--- config.mk ---
export PLATFORM = sky130hd
export DESIGN_NAME = mbp_unit
export DESIGN_NICKNAME = d
export VERILOG_FILES = /design/src/rtl/mbp_pkg.sv /design/src/rtl/mbp_qual.sv /design/src/rtl/mbp_latch.sv /design/src/rtl/mbp_range.sv /design/src/rtl/mbp_cnt.sv /design/src/rtl/mbp_unit.sv
export SDC_FILE = /design/constraint.sdc
export NUM_CORES = 1
export LEC_CHECK = 0
export BUFFER_PORTS_ARGS = -buffer_cell sky130_fd_sc_hd__buf_2
export CORE_UTILIZATION = 45
export CTS_CLUSTER_SIZE = 40
export DETAILED_ROUTE_END_ITERATION = 8
export GPL_ROUTABILITY_DRIVEN = 1
export PLACE_DENSITY = 0.75
export SYNTH_ARGS = -nofsm -noshare
export SYNTH_HDL_FRONTEND = slang
export SYNTH_SLANG_ARGS = --single-unit
--- constraint.sdc ---
create_clock -name clk_i -period 3.5 [get_ports clk_i]
set_clock_uncertainty 0.1 [all_clocks]
set_input_delay 0 -clock clk_i [delete_from_list [all_inputs] [get_ports clk_i]]
set_output_delay 0 -clock clk_i [all_outputs]
set_load 0.01 [all_outputs]
--- src/rtl/mbp_pkg.sv ---
package mbp_pkg;

  typedef enum logic [3:0] {
    Q_OFF      = 4'h0,
    Q_FETCH    = 4'h1,
    Q_P_READ   = 4'h2,
    Q_P_ANY    = 4'h3,
    Q_EXEC     = 4'h4,
    Q_PMV_WR   = 4'h5,
    Q_PMV_RD   = 4'h6,
    Q_PMV_RW   = 4'h7,
    Q_RSV_X    = 4'h8,
    Q_X_WR     = 4'h9,
    Q_X_RD     = 4'hA,
    Q_X_RW     = 4'hB,
    Q_RSV_Y    = 4'hC,
    Q_Y_WR     = 4'hD,
    Q_Y_RD     = 4'hE,
    Q_Y_RW     = 4'hF
  } qual_e;

  typedef enum logic [1:0] {
    SEL_QUAL = 2'b00,
    SEL_LO   = 2'b01,
    SEL_HI   = 2'b10,
    SEL_CNT  = 2'b11
  } sel_e;

  typedef struct packed {
    logic p_fetch;
    logic p_exec;
    logic p_rd;
    logic p_wr;
    logic x_rd;
    logic x_wr;
    logic y_rd;
    logic y_wr;
  } acc_t;

endpackage

--- src/rtl/mbp_qual.sv ---
module mbp_qual
  import mbp_pkg::*;
#(
  parameter int AW = 16
) (
  input  qual_e         code_i,
  input  acc_t          acc_i,
  input  logic [AW-1:0] p_addr_i,
  input  logic [AW-1:0] x_addr_i,
  input  logic [AW-1:0] y_addr_i,
  output logic          hit_o,
  output logic [AW-1:0] addr_o
);

  logic [1:0] space;
  logic       rd_s, wr_s, any_fetch;

  assign space     = code_i[3:2];
  assign any_fetch = acc_i.p_fetch | acc_i.p_exec;

  // bus selection: 0x program, 10 X, 11 Y
  always_comb begin
    unique case (space)
      2'b10:   addr_o = x_addr_i;
      2'b11:   addr_o = y_addr_i;
      default: addr_o = p_addr_i;
    endcase
  end

  always_comb begin
    unique case (space)
      2'b01:   begin rd_s = acc_i.p_rd; wr_s = acc_i.p_wr; end
      2'b10:   begin rd_s = acc_i.x_rd; wr_s = acc_i.x_wr; end
      2'b11:   begin rd_s = acc_i.y_rd; wr_s = acc_i.y_wr; end
      default: begin rd_s = 1'b0;       wr_s = 1'b0;       end
    endcase
  end

  always_comb begin
    hit_o = 1'b0;
    if (space == 2'b00) begin
      unique case (code_i[1:0])
        2'b01:   hit_o = any_fetch;
        2'b10:   hit_o = any_fetch | acc_i.p_rd;
        2'b11:   hit_o = any_fetch | acc_i.p_rd | acc_i.p_wr;
        default: hit_o = 1'b0;
      endcase
    end else if (code_i == Q_EXEC) begin
      hit_o = acc_i.p_exec;
    end else begin
      // bit0 enables writes, bit1 reads; reserved 1000/1100 give zero
      hit_o = (code_i[0] & wr_s) | (code_i[1] & rd_s);
    end
  end

endmodule

--- src/rtl/mbp_latch.sv ---
module mbp_latch #(
  parameter int AW = 16
) (
  input  logic          clk_i,
  input  logic          rst_ni,
  input  logic          hit_i,
  input  logic [AW-1:0] addr_i,
  output logic          hit_o,
  output logic [AW-1:0] addr_o
);

  always_ff @(posedge clk_i or negedge rst_ni) begin
    if (!rst_ni) begin
      hit_o  <= 1'b0;
      addr_o <= '0;
    end else begin
      hit_o  <= hit_i;
      addr_o <= addr_i;
    end
  end

endmodule

--- src/rtl/mbp_range.sv ---
module mbp_range #(
  parameter int AW = 16
) (
  input  logic          clk_i,
  input  logic          rst_ni,
  input  logic [AW-1:0] addr_i,
  input  logic [AW-1:0] lo_i,
  input  logic [AW-1:0] hi_i,
  output logic          in_range_o
);

  logic [1:0] cmp;

  // cmp[0]: at or above lower limit, cmp[1]: at or below upper limit
  for (genvar g = 0; g < 2; g++) begin : g_cmp
    if (g == 0) begin : g_low
      assign cmp[g] = (addr_i >= lo_i);
    end else begin : g_high
      assign cmp[g] = (addr_i <= hi_i);
    end
  end

  assign in_range_o = &cmp;


  inverted_window_chk: assert property (@(posedge clk_i) disable iff (!rst_ni)
    (lo_i > hi_i) |-> !in_range_o);

endmodule

--- src/rtl/mbp_cnt.sv ---
module mbp_cnt #(
  parameter int AW = 16
) (
  input  logic          clk_i,
  input  logic          rst_ni,
  input  logic          hit_i,
  input  logic          in_range_i,
  input  logic          wr_cnt_i,
  input  logic [AW-1:0] wr_data_i,
  input  logic          leave_i,
  output logic          fire_o,
  output logic          occur_o
);

  logic [AW-1:0] cnt_q;
  logic          match, zero;

  assign match  = hit_i & in_range_i;
  assign zero   = (cnt_q == '0);
  assign fire_o = match & zero & ~occur_o;

  always_ff @(posedge clk_i or negedge rst_ni) begin
    if (!rst_ni) begin
      cnt_q <= '0;
    end else if (wr_cnt_i) begin
      cnt_q <= wr_data_i;
    end else if (match && !zero) begin
      cnt_q <= cnt_q - 1'b1;
    end
  end

  // setting wins over a same-cycle exit request
  always_ff @(posedge clk_i or negedge rst_ni) begin
    if (!rst_ni) begin
      occur_o <= 1'b0;
    end else if (fire_o) begin
      occur_o <= 1'b1;
    end else if (leave_i) begin
      occur_o <= 1'b0;
    end
  end


  cnt_dec_chk: assert property (@(posedge clk_i) disable iff (!rst_ni)
    (match && !zero && !wr_cnt_i) |=> (cnt_q == $past(cnt_q) - 1'b1));


  fire_pulse_chk: assert property (@(posedge clk_i) disable iff (!rst_ni)
    fire_o |=> !fire_o);


  fire_sets_flag_chk: assert property (@(posedge clk_i) disable iff (!rst_ni)
    fire_o |=> occur_o);


  flag_sticky_chk: assert property (@(posedge clk_i) disable iff (!rst_ni)
    (occur_o && !leave_i) |=> occur_o);

endmodule

--- src/rtl/mbp_unit.sv ---
module mbp_unit
  import mbp_pkg::*;
#(
  parameter int AW = 16
) (
  input  logic          clk_i,
  input  logic          rst_ni,
  input  logic [AW-1:0] p_addr_i,
  input  logic [AW-1:0] x_addr_i,
  input  logic [AW-1:0] y_addr_i,
  input  logic          p_fetch_i,
  input  logic          p_exec_i,
  input  logic          p_rd_i,
  input  logic          p_wr_i,
  input  logic          x_rd_i,
  input  logic          x_wr_i,
  input  logic          y_rd_i,
  input  logic          y_wr_i,
  input  logic          wr_en_i,
  input  logic [1:0]    wr_sel_i,
  input  logic [AW-1:0] wr_data_i,
  input  logic          leave_go_i,
  input  logic          leave_ex_i,
  output logic          bkpt_o,
  output logic          occur_o
);

  localparam int QW = 4;

  qual_e         qual_q;
  logic [AW-1:0] lo_q, hi_q;
  acc_t          acc;
  logic          hit_d, hit_q, in_range;
  logic [AW-1:0] addr_d, addr_q;
  logic          wr_cnt;

  assign acc = '{p_fetch: p_fetch_i, p_exec: p_exec_i, p_rd: p_rd_i, p_wr: p_wr_i,
                 x_rd: x_rd_i, x_wr: x_wr_i, y_rd: y_rd_i, y_wr: y_wr_i};

  assign wr_cnt = wr_en_i && (sel_e'(wr_sel_i) == SEL_CNT);

  always_ff @(posedge clk_i or negedge rst_ni) begin
    if (!rst_ni) begin
      qual_q <= Q_OFF;
      lo_q   <= '0;
      hi_q   <= '0;
    end else if (wr_en_i) begin
      unique case (sel_e'(wr_sel_i))
        SEL_QUAL: qual_q <= qual_e'(wr_data_i[QW-1:0]);
        SEL_LO:   lo_q   <= wr_data_i;
        SEL_HI:   hi_q   <= wr_data_i;
        default:  ;
      endcase
    end
  end

  mbp_qual #(.AW(AW)) u_qual (
    .code_i  (qual_q),
    .acc_i   (acc),
    .p_addr_i(p_addr_i),
    .x_addr_i(x_addr_i),
    .y_addr_i(y_addr_i),
    .hit_o   (hit_d),
    .addr_o  (addr_d)
  );

  mbp_latch #(.AW(AW)) u_latch (
    .clk_i (clk_i),
    .rst_ni(rst_ni),
    .hit_i (hit_d),
    .addr_i(addr_d),
    .hit_o (hit_q),
    .addr_o(addr_q)
  );

  mbp_range #(.AW(AW)) u_range (
    .clk_i     (clk_i),
    .rst_ni    (rst_ni),
    .addr_i    (addr_q),
    .lo_i      (lo_q),
    .hi_i      (hi_q),
    .in_range_o(in_range)
  );

  mbp_cnt #(.AW(AW)) u_cnt (
    .clk_i     (clk_i),
    .rst_ni    (rst_ni),
    .hit_i     (hit_q),
    .in_range_i(in_range),
    .wr_cnt_i  (wr_cnt),
    .wr_data_i (wr_data_i),
    .leave_i   (leave_go_i & leave_ex_i),
    .fire_o    (bkpt_o),
    .occur_o   (occur_o)
  );


  reserved_code_chk: assert property (@(posedge clk_i) disable iff (!rst_ni)
    (qual_q == Q_OFF || qual_q == Q_RSV_X || qual_q == Q_RSV_Y) |=> !hit_q);


  no_req_when_set_chk: assert property (@(posedge clk_i) disable iff (!rst_ni)
    occur_o |-> !bkpt_o);

endmodule

==> flow_summary.yaml, run 1 <==
status:
  status: "finished, final reports clean"
grt:
  overflow: 0
  grt_use_total_pct: 22.4
  antenna_found_initial: 0
  grt_max_degree: 43
  grt_pass1_vias: 3559
  grt_pass1_wl_mm: 15.5
synth:
  syn_nets: 501
  ys_warn_count: 0
  synth_top_cells_by_area: "dfrtp_1, ha_1, mux2_2, mux2i_1, a21oi_1"
  synth_seq_area_share_pct: 44.1
  synthFlopType: "dfrtp_1"
  postSynthAreaPerCell_um2: 10.2
  yosys_register_bits: 70
  synth_top_area_share_pct: 44.1
  synthesis.area_um2: 3970
  synth_top_cell_by_area: "dfrtp_1"
  synth_edf_count: 0
  synth_common_cells: "dfrtp_1, inv_1, mux2_2"
  synthMostInstantiatedCell: "dfrtp_1"
  synth.distinct_cells: 46
  async_flop_share_pct: 100
  netlist_instances: 389
min_path:
  whs_endpoint: "u_latch.hit_o"
  hold_depth: 5
  min_path_type: "in2reg"
  hold_start: "p_wr_i"
clock_tree:
  post_cts_resize_count: 0
  cts_root_buf: "clkbuf_8"
  cts.sinks: 70
  cts_max_level: 3
  cts_tree: "yes"
  numCtsBuffers: 9
  clockBufferDepth: 2
  clock_latency_ps: 350
  clkTransAtPathRegs_ps: 80
setup_path:
  critPathTopFamily: "simple AND/OR/NAND/NOR gates"
  cp.arrival_ps: 3180
  crit_chain: "inv_1 > ha_1 > nand4_1 > or4_1 > o32ai_1 > o21ai_2 > nor4_2 > nand3_1 > xor2_1 > o21ai_0"
  cp-end-kind: "flip-flop"
  crit_type: "reg2reg"
  regToRegEndpoint: "u_cnt.cnt_q[9]"
  cpPeakStageDelay_ps: 550
  r2r_start: "lo_q[13]"
  critPathRequiredTime_ps: 3660
  crit_fanout: 8
  ff2ff_path_depth: 10
  crit_slowest_cell: "or4_1"
  rrSetupSlack_ps: 480
  critPathLaunchType: "flip-flop"
  worst-path-buf-inv: 1
power:
  ir_worst_vdd_v: 0.000302
  intPower_uw: 1880
  swShare_pct: 32.5
  p_clk_share_pct: 26.1
  power_frac_comb_pct: 32.6
  power.leakage_uw: 0.00249
  share_seq_of_total_power_pct: 41.3
  powerDensity_nw_per_um2: 532
  switchingPower_uw: 905
detailed_routing:
  postRouteAntennaNets: 0
  routed_wl_mm: 9.28
  firstDrtPassIters: 4
  wire_per_inst_um: 14.7
  remaining_drc_errors: 0
  via_per_inst: 5.27
  vias: 3337
  drt-initial-drc-count: 99
die:
  die_x_um: 95.9
  rows: 33
  initial_core_util_pct: 47.4
  die_area_um2: 9200
  die_y_um: 95.9
  core-area_um2: 8380
  num_io_pins: 81
sta:
  fin_setup_tns_ps: 0
  rsz0062_at_grt: "no"
  max-slew-margin-rel_pct: 34.5
  max_freq_ghz: 0.331
  worst-slew-pin-transition_ps: 983
  layout_min_cycle_time_ps: 3020
  whs_ps: 34.0
  maxSlewViolCount: 0
  finalSetupViolations: 0
  fin_crit_sh_pct: 86.3
  hold_violations: 0
finish:
  nFillCells: 648
  final_net_count: 636
  antennaDiodeCount: 0
  syn_to_final_growth_pct: 31.8
  layout-drive-gt1-share_pct: 27.1
run:
  maxCapViolations: 0
place:
  io_buffers: 80
  place_congestion: 0.871
  dp_hpwl_mm: 6.61
power groups by stage:
stage | registers [µW] | clock network (µW) | logic, µW
floorplan | 1090 | 0 | 613
global placement | 1150 | 0 | 765
detailed placement | 1160 | 0 | 805
CTS | 1150 | 733 | 900
global route | 1170 | 768 | 1020
finish | 1150 | 726 | 906
area by class of cell:
| cell class | instances | area (µm²) | share of cell area [%] |
|---|---|---|---|
| Multi-Input combinational cell | 270 | 2030 | 38.9 |
| Tap cell | 105 | 131 | 2.51 |
| Inverter | 37 | 139 | 2.65 |
| Clock buffer | 10 | 138 | 2.63 |
| Clock inverter | 5 | 83.8 | 1.60 |
| Timing Repair Buffer | 136 | 953 | 18.2 |
| Sequential cell | 70 | 1750 | 33.5 |
worst min-delay path, stage by stage:
cell	delay, ps
buf_2	90
nand2_1	40
o21ai_0	60
a211oi_1	70
a21oi_1	150
what timing repair did:
| item | in CTS | in global routing |
|---|---|---|
| endpoints found under the hold margin | 109 | 0 |
| buffers inserted | 0 | 0 |
| hold buffers | 53 | 0 |
routing by layer:
layer  vias to the layer above  global-route usage [%]  part of all wire (%)
met5                         -                       0                     0
li1                       1637                       -                     -
met4                         0                    11.1                   2.8
met2                       107                    39.6                    49
met1                      1570                    26.4                    44
met3                        23                    3.48                   4.0
stage by stage:
stage               instance area, µm²  utilization, %  instances  setup slack (ps)  total power [µW]
global placement                  4480            53.4        565               637              1910
detailed placement                4480            53.4        565               454              1970
CTS                               5230            62.4        633               465              2780
floorplan                         3970               -        389               808              1700
global route                      5230            62.4        633               277              2970
finish                            5230            62.4        633               479              2780
worst max path at each step:
stage	slack, ps	from	endpoint	depth (start not counted)
finish	480	lo_q[13]	u_cnt.cnt_q[9]	10
global route	280	lo_q[14]	u_cnt.cnt_q[9]	10
CTS	470	lo_q[13]	u_cnt.cnt_q[9]	10
detailed placement	450	lo_q[13]	u_cnt.cnt_q[9]	10
global placement	640	u_latch.addr_o[14]	u_cnt.cnt_q[15]	9
floorplan	810	u_latch.addr_o[14]	u_cnt.cnt_q[9]	9
logic make-up (layout without fill, tap and decap cells):
group                      Yosys count  after routing  share of synthesized area (%)
AOI/OAI and AO/OA                   65             65                           9.42
xor gates and xnor gates            14             14                           3.09
buffers and inverters               49            188                           4.63
adders and majority gates           33             33                           10.4
and+or+nand+nor                    104            104                           13.5
muxes                               54             54                           14.9
DFF                                 70             70                           44.1
cells in the final DEF (no fill, tap or decap), types with 2 or more instances in the layout:
| master | count |
|---|---|
| a21oi_1 | 31 |
| dlygate4sd3_1 | 53 |
| or4_1 | 3 |
| a211oi_1 | 2 |
| nor2_1 | 28 |
| clkinvlp_4 | 2 |
| xor2_1 | 10 |
| nand3_1 | 9 |
| nor4_1 | 5 |
| or3_4 | 2 |
| dfrtp_1 | 70 |
| o21ai_0 | 17 |
| mux2_2 | 36 |
| o22ai_1 | 2 |
| nand2_1 | 30 |
| buf_2 | 80 |
| mux2i_1 | 17 |
| xnor2_1 | 4 |
| clkbuf_8 | 10 |
| nand3b_1 | 3 |
| nor3_1 | 4 |
| nor3b_1 | 2 |
| and3_1 | 3 |
| buf_4 | 3 |
| inv_1 | 37 |
| bufinv_16 | 2 |
| a2111oi_0 | 2 |
| nand4_1 | 6 |
| ha_1 | 33 |
state kept, by name (all words and copies together) (netlist names):
| signal | count |
|---|---|
| lo_q | 16 |
| hi_q | 16 |
| u_cnt.cnt_q | 16 |
| u_latch.hit_o | 1 |
| qual_q | 4 |
| u_latch.addr_o | 16 |
| u_cnt.occur_o | 1 |
No activity file was read; power rests on OpenSTA's default activity.
==> run 2: changes to the inputs <==
--- a/config.mk
+++ b/config.mk
@@ -6,11 +6,12 @@
 export NUM_CORES = 1
 export LEC_CHECK = 0
 export BUFFER_PORTS_ARGS = -buffer_cell sky130_fd_sc_hd__buf_2
+export CORE_ASPECT_RATIO = 2
 export CORE_UTILIZATION = 45
 export CTS_CLUSTER_SIZE = 40
 export DETAILED_ROUTE_END_ITERATION = 8
 export GPL_ROUTABILITY_DRIVEN = 1
-export PLACE_DENSITY = 0.75
+export PLACE_DENSITY = 0.77
 export SYNTH_ARGS = -nofsm -noshare
 export SYNTH_HDL_FRONTEND = slang
 export SYNTH_SLANG_ARGS = --single-unit
==> constraint.sdc (replaced) <==
create_clock -name clk_i -period 2.77 [get_ports clk_i]
set_clock_uncertainty 0.1 [all_clocks]
set_input_delay 0 -clock clk_i [delete_from_list [all_inputs] [get_ports clk_i]]
set_output_delay 0 -clock clk_i [all_outputs]
set_load 0.01 [all_outputs]
==> run 2 against run 1 <==
- sequential share of layout area shrank 2.0 points
- the run now ends with negative setup slack left
- die area up 0.25%
- register-to-register slack lost 510 ps
- routed wire length is 4.1% higher
- first-iteration DRC count up 89%
- largest cell class unchanged
- cell count is 2.8% higher
- fmax rose by 7.9%
- via count is 2.5% higher
- critical endpoint is now u_cnt.cnt_q[1]
- final area grew 6.3%
- worst setup slack got worse by 510 ps
==> flow_summary.yaml, run 2 (synthesis gave the netlist of run 1 again) <==
setup_path:
  cp.arrival_ps: 2960
  critPathTopFamily: "simple AND/OR/NAND/NOR gates"
  r2r_start: "u_latch.addr_o[15]"
  cp-end-kind: "flip-flop"
  cpPeakStageDelay_ps: 550
  worst-path-buf-inv: 0
  critPathRequiredTime_ps: 2930
  crit_slowest_cell: "or4_1"
  crit_fanout: 5
  critPathLaunchType: "flip-flop"
  rrSetupSlack_ps: -30
  crit_chain: "ha_4 > nand4_1 > or4_1 > o32ai_2 > o21ai_2 > nor2_2 > and2_4 > mux2_4 > a21oi_2"
  regToRegEndpoint: "u_cnt.cnt_q[1]"
  crit_type: "reg2reg"
  ff2ff_path_depth: 9
clock_tree:
  clockBufferDepth: 2
  cts_max_level: 3
  clock_latency_ps: 330
  cts_tree: "yes"
  cts_root_buf: "clkbuf_16"
  numCtsBuffers: 9
  clkTransAtPathRegs_ps: 50
  cts.sinks: 70
finish:
  layout-drive-gt1-share_pct: 32.7
  layout_commonest_cell: "buf_2"
  syn_to_final_growth_pct: 40.0
  antennaDiodeCount: 0
  final_cell_mix: "buf_2, dfrtp_1, dlygate4sd3_1"
  final_net_count: 661
place:
  io_buffers: 80
  dpl_worst_slack_ps: -45.1
  place_congestion: 0.894
  dp_hpwl_mm: 6.92
sta:
  finalSetupViolations: 2
  hold_violations: 0
  rsz0062_at_grt: "yes"
  maxSlewViolCount: 0
  layout_min_cycle_time_ps: 2800
  worst-slew-pin-transition_ps: 1020
  whs_ps: 12.5
  fin_crit_sh_pct: 101
  max-slew-margin-rel_pct: 31.9
  max_freq_ghz: 0.357
  finalWorstSetupSlack_ps: -29.0
detailed_routing:
  firstDrtPassIters: 4
  vias: 3419
  remaining_drc_errors: 0
  drt-initial-drc-count: 187
  wire_per_inst_um: 14.8
  via_per_inst: 5.25
  routed_wl_mm: 9.66
  postRouteAntennaNets: 0
die:
  rows: 48
  core-area_um2: 8590
  die_area_um2: 9220
  initial_core_util_pct: 46.2
  die_x_um: 68.4
  die_y_um: 135
  num_io_pins: 81
status:
  status: "finished, violations left"
  violations: "negative setup slack"
min_path:
  hold_depth: 4
  min_path_type: "in2reg"
  whs_endpoint: "qual_q[1]"
  hold_start: "wr_sel_i[0]"
grt:
  overflow: 0
  grt_max_degree: 71
  grt_pass1_vias: 3479
  antenna_found_initial: 0
  grt_pass1_wl_mm: 15.6
  grt_use_total_pct: 23.5
run:
  maxCapViolations: 0
power:
  ir_worst_vdd_v: 0.000400
  powerDensity_nw_per_um2: 688
  power.leakage_uw: 0.00264
==> run 2: cell count changes in the layout (fill, tap and decap cells not counted), sizes merged <==
cell | previous run | this run
clkinv | 1 | 2
clkbuf | 10 | 11
bufinv | 2 | 0
clkinvlp | 2 | 0
buf | 83 | 108
==> run 2: worst max-delay path by stage <==
stage | startpoint | endpoint | slack [ps] | depth (start not counted)
6_report | u_latch.addr_o[15] | u_cnt.cnt_q[1] | -30 | 9
5_1_grt | lo_q[14] | u_cnt.cnt_q[13] | -120 | 11
4_1_cts | u_cnt.cnt_q[9] | u_cnt.cnt_q[1] | -20 | 8
3_5_place_dp | lo_q[11] | u_cnt.cnt_q[4] | -50 | 11
3_3_place_gp | u_cnt.cnt_q[9] | u_cnt.cnt_q[1] | -10 | 8
2_1_floorplan | u_latch.addr_o[14] | u_cnt.cnt_q[9] | 80 | 9
==> run 2: worst register-to-register path: stages (launching register included) <==
cell and delay [ps]:
dfrtp_1 410, ha_4 290, nand4_1 100, or4_1 550, o32ai_2 240, o21ai_2 140
nor2_2 260, and2_4 210, mux2_4 300, a21oi_2 130
==> run 2: cell type report <==
type                            count  area, µm²
Clock buffer                       11        253
Clock inverter                      2       10.0
Fill cell                         700       3030
Inverter                           37        139
Multi-Input combinational cell    270       2130
Sequential cell                    70       1750
Tap cell                          100        125
Timing Repair Buffer              161       1150
==> run 2: report_power, final <==
part,internal (µW),switching [µW]
sequential,1250,194
combinational,723,630
clock,635,397
total,2610,1220
==> run 2: routing by layer <==
layer / part of all wire [%] / vias up / track usage, %
li1: - / 1677 / -
met1: 38 / 1612 / 24.9
met2: 55 / 95 / 40.1
met3: 2.7 / 35 / 4.65
met4: 4.9 / 0 / 15.6
met5: 0 / - / 0
==> run 2: repair_timing <==
action                                  CTS  global route
resized for setup                         6            15
endpoints found under the hold margin   140             0
pin swaps                                 1             9
endpoints found under the setup margin   12            15
buffers inserted                          6             5
hold buffers                             53             0
==> run 2: through the flow <==
step	instance area [µm²]	setup TNS (ps)	utilization (%)	total power [µW]	std cells
after floorplan	3970	0	-	2150	389
after global placement	4580	-20.8	53.3	2530	574
after detailed placement	4580	-221	53.3	2580	574
after CTS	5440	-24.8	63.3	3770	646
after global routing	5560	-1150	64.7	4060	651
final	5560	-45.6	64.7	3830	651
